## config.mk

```make
export PLATFORM = sky130hd
export DESIGN_NAME = drp_bridge
export DESIGN_NICKNAME = d
export VERILOG_FILES = /design/src/rtl/drp_bridge.sv
export SDC_FILE = /design/constraint.sdc
export NUM_CORES = 1
export LEC_CHECK = 0
export ABC_AREA = 1
export CORE_MARGIN = 4
export CORE_UTILIZATION = 42
export DETAILED_ROUTE_END_ITERATION = 8
export GPL_TIMING_DRIVEN = 0
export PLACE_DENSITY = 0.8
export SYNTH_ARGS = -nofsm -noshare
export SYNTH_HDL_FRONTEND = slang
export SYNTH_SLANG_ARGS = --single-unit
```

## constraint.sdc

```tcl
create_clock -name clk -period 1.2 [get_ports clk]
set_clock_uncertainty 0.05 [all_clocks]
set_input_delay 0.18 -clock clk [delete_from_list [all_inputs] [get_ports clk]]
set_output_delay 0.18 -clock clk [all_outputs]
set_load 0.01 [all_outputs]
```

## src/rtl/drp_bridge.sv

```systemverilog
module drp_bridge #(
  parameter int AW = 7,
  parameter int DW = 16,
  parameter int OW = 8
) (
  input  logic          clk,
  input  logic          rst_n,
  input  logic          bus_wr,
  input  logic          bus_rd,
  input  logic [OW-1:0] bus_addr,
  input  logic [31:0]   bus_wdata,
  output logic [31:0]   bus_rdata,
  output logic          drp_en,
  output logic          drp_we,
  output logic [AW-1:0] drp_addr,
  output logic [DW-1:0] drp_di,
  input  logic [DW-1:0] drp_do,
  input  logic          drp_rdy,
  output logic          sys_release,
  output logic          prim_release
);

  localparam logic [OW-1:0] CTRL_OFF = OW'(8'h70);
  localparam logic [OW-1:0] STAT_OFF = OW'(8'h74);
  localparam logic [OW-1:0] RST_OFF  = OW'(8'h40);
  localparam int SEL_BIT  = 29;
  localparam int RD_BIT   = 28;
  localparam int ADDR_LSB = 16;
  localparam int BUSY_BIT = DW;

  logic [31:0]   ctrl_q;
  logic [DW-1:0] rdata_q;
  logic          busy_q;
  logic          en_q;
  logic [1:0]    rst_q;

  wire ctrl_acc = bus_wr && (bus_addr == CTRL_OFF) && !busy_q;
  wire launch   = ctrl_acc && bus_wdata[SEL_BIT];
  wire done     = busy_q && drp_rdy;

  always_ff @(posedge clk) begin
    if (!rst_n) begin
      ctrl_q  <= '0;
      rdata_q <= '0;
      busy_q  <= 1'b0;
      en_q    <= 1'b0;
      rst_q   <= '0;
    end else begin
      en_q <= launch;
      if (ctrl_acc) ctrl_q <= bus_wdata;
      if (launch) busy_q <= 1'b1;
      else if (done) busy_q <= 1'b0;
      if (done && ctrl_q[RD_BIT]) rdata_q <= drp_do;
      if (bus_wr && bus_addr == RST_OFF) rst_q <= bus_wdata[1:0];
    end
  end

  assign drp_en       = en_q;
  assign drp_we       = en_q & ~ctrl_q[RD_BIT];
  assign drp_addr     = ctrl_q[ADDR_LSB +: AW];
  assign drp_di       = ctrl_q[DW-1:0];
  assign sys_release  = rst_q[0];
  assign prim_release = rst_q[0] & rst_q[1];

  always_comb begin
    bus_rdata = '0;
    if (bus_rd) begin
      case (bus_addr)
        CTRL_OFF: bus_rdata = ctrl_q;
        STAT_OFF: begin
          bus_rdata[DW-1:0]     = rdata_q;
          bus_rdata[BUSY_BIT]   = busy_q;
        end
        RST_OFF:  bus_rdata[1:0] = rst_q;
        default:  bus_rdata = '0;
      endcase
    end
  end

  AST_EN_ONE_CYCLE: assert property (@(posedge clk) disable iff (!rst_n)
    drp_en |=> !drp_en);
  AST_BUSY_WITH_EN: assert property (@(posedge clk) disable iff (!rst_n)
    drp_en |-> busy_q);
  AST_RDY_CLEARS: assert property (@(posedge clk) disable iff (!rst_n)
    (busy_q && drp_rdy && !drp_en) |=> !busy_q);
  AST_BUSY_IGNORE: assert property (@(posedge clk) disable iff (!rst_n)
    (busy_q && bus_wr && bus_addr == CTRL_OFF) |=> ($stable(ctrl_q) && !drp_en));
  AST_WE_GATED: assert property (@(posedge clk) disable iff (!rst_n)
    drp_we |-> drp_en);
  AST_PRIM_NEEDS_SYS: assert property (@(posedge clk) disable iff (!rst_n)
    prim_release |-> sys_release);

endmodule

```

==> flow_metrics.tcl <==
set metrics [dict create \
    status "finished, violations left" \
    failed_checks "setup timing" \
    synth.yosys.seq_area_share_pct 38.1 \
    grt_setup_unrepaired "true" \
    grt_max_degree 18 \
    combPwrFrac_pct 13.7 \
    slew_violations 0 \
    htree_levels 2 \
    clkTransAtPathRegs_ns 0.10 \
    synth_area_leaders "dfxtp_1 38%, nand2_1 11%, nor2_1 10%" \
    gp_congestion 0.811 \
    viasPerCell 4.92 \
    postCtsHoldBufs 0 \
    io-pin-count 120 \
    initial_core_util_pct 43.1 \
    wl_um 9750 \
    setup_violations 57 \
    die_area_um2 7860 \
    die_w_um 88.7 \
    grt_pass1_vias 3112 \
    crit_arrival_ns 1.26 \
    cts_root_buf "clkbuf_8" \
    synth_top_cell_by_area "dfxtp_1" \
    grt_overflow 0 \
    cp-start-kind "input port" \
    dr.first_iter.drc_count 143 \
    drc 0 \
    relSlewSlack_pct 64.4 \
    numCtsBuffers 5 \
    synth_top_cell_area_share_pct 38.1 \
    clockPowerShare_pct 36.4 \
    p_int_mw 2.63 \
    peakVddDrop_v 0.000629 \
    power_frac_seq_pct 49.9 \
    synthDistinctLibCells 16 \
    syn_nets 487 \
    pwr_density_cell_nw_per_um2 709 \
    num_vias 3238 \
    cts_tree "yes" \
    place_area_um2 4320 \
    antenna_found_initial 0 \
    p_leak_nw 2.35 \
    final_cell_area_um2 4890 \
    worst_pin_slew_ns 0.534 \
    p_switching_mw 0.836 \
    switching_share_pct 24.2 \
    final_cell_mix "73 x nand2_1, 69 x nor2_1, 58 x inv_1, 58 x buf_2, 49 x clkdlybuf4s50_1" \
    synthCells 426 \
    finalNonFillerCells 658 \
    min_period_over_period_pct 124 \
    die_y_um 88.7 \
    ys_ff_latch 52 \
    portBuffers 118 \
    layout_min_cycle_time_ns 1.49 \
    crit_fanout 7 \
    cp.required_ns 0.97 \
    clk_latency_ns 0.31 \
    endpoint_kind "primary output" \
    drt_pass1_iterations 4 \
    final_nets 641 \
    grt_pass1_wl_um 14400 \
    post-route-util_pct 76.9 \
    max_cap_violations 0 \
    syn_to_final_growth_pct 78.7 \
    core_um2 6350 \
    cts_buffer_depth 2 \
    multi_input_area_um2 1620 \
    ant_nets 0 \
    syn_area_per_cell_um2 6.42 \
    grtUsageTotal_pct 23.5 \
    setup_slack_ns -0.289 \
    nFillCells 443 \
    syn_area_um2 2730 \
    ys.warnings.count 0 \
    dp.cells 621 \
    drive_gt1_share_pct 42.7 \
    clock-sinks 52 \
    seq_area_um2 1070 \
    worstHoldPathType "in -> reg" \
    wire_per_inst_um 14.8 \
    final_common_cell "nand2_1" \
    dpl.hpwl_um 6340 \
    rows 29 \
    n_antenna_cell 0 \
    hold_viol 0 \
    fmaxAchievable_ghz 0.671 \
    crit_type "in -> out" \
]
## critical path: stages
cell	delay (ns)
buf_8	0.11
inv_12	0.04
nand2_4	0.04
nor2_4	0.10
buf_12	0.13
buf_12	0.14
clkbuf_16	0.14
nand3_1	0.10
a21oi_2	0.14
buf_2	0.14
## power by group through the flow
stage          combinational [mW]  clock [mW]  sequential, mW
6_report                    0.474        1.26            1.73
4_1_cts                     0.446        1.25            1.73
2_1_floorplan               0.136           0            1.77
3_3_place_gp                0.373           0            1.77
3_5_place_dp                0.376           0            1.77
5_1_grt                     0.500        1.33            1.73
## synth_stat cells
| master | n |
|---|---|
| nor3_1 | 14 |
| a21oi_1 | 33 |
| nor2_2 | 2 |
| nand3b_1 | 1 |
| buf_6 | 3 |
| inv_1 | 63 |
| buf_2 | 8 |
| nand3_1 | 43 |
| nand3_4 | 1 |
| nor2_1 | 73 |
| dfxtp_1 | 52 |
| buf_4 | 25 |
| o21ai_0 | 16 |
| clkbuf_1 | 12 |
| nand2_1 | 79 |
| nor2_4 | 1 |
## stage by stage
step | setup TNS (ns) | power [mW] | setup WS [ns] | hold WS, ns
detailed placement | -70.67 | 2.14 | -1.28 | 0.387
floorplan | -0.0271 | 1.90 | -0.0211 | 0.261
CTS | -7.02 | 3.42 | -0.287 | 0.169
finish | -8.38 | 3.46 | -0.289 | 0.202
global placement | -67.39 | 2.14 | -1.25 | 0.382
global route | -12.24 | 3.56 | -0.340 | 0.213
## area by class of cell
class	count	area share, %
multi-input cells	264	33.1
repair buffers	146	26.8
flip-flops and latches	52	22.0
plain buffers	48	8.66
inverters	63	5.20
well taps	77	1.97
clock buffers	5	1.41
clock inverters	3	0.948
## worst paths after layout
kind                                     end  slack, ns  depth (start not counted)        start
worst min-delay path                  drp_en       0.20                          3        rst_n
worst max register to register     ctrl_q[3]      -0.03                          6       busy_q
worst min register to register    rdata_q[5]       0.40                          2   rdata_q[5]
worst max-delay path            bus_rdata[7]      -0.29                         10  bus_addr[7]
## registers in the layout, summed over array words and instances (netlist names)
register	count
rdata_q	16
rst_q	2
ctrl_q	32
drp_en	1
busy_q	1
## per-layer routing
metal / track usage [%] / routed length (um) / share of wire [%]
met2: 42.6 / 4940 / 51
met3: 3.54 / 727 / 7.5
met1: 27.4 / 3860 / 40
met4: 9.34 / 227 / 2.3
met5: 0 / 0 / 0
## timing repair
action	CTS	global route
resized for setup	348	34
gates cloned	5	4
buffers inserted	17	3
endpoints found under the setup margin	110	82
pin swaps	16	10
## cells by family after synthesis
| group | Yosys count | share of synthesized area (%) |
|---|---|---|
| flip-flops | 52 | 38.1 |
| AND/OR/NAND/NOR | 214 | 33.1 |
| AO/OA/AOI/OAI | 49 | 8.97 |
| buffers and inverters | 111 | 19.9 |
No activity file was read; power rests on OpenSTA's default activity.
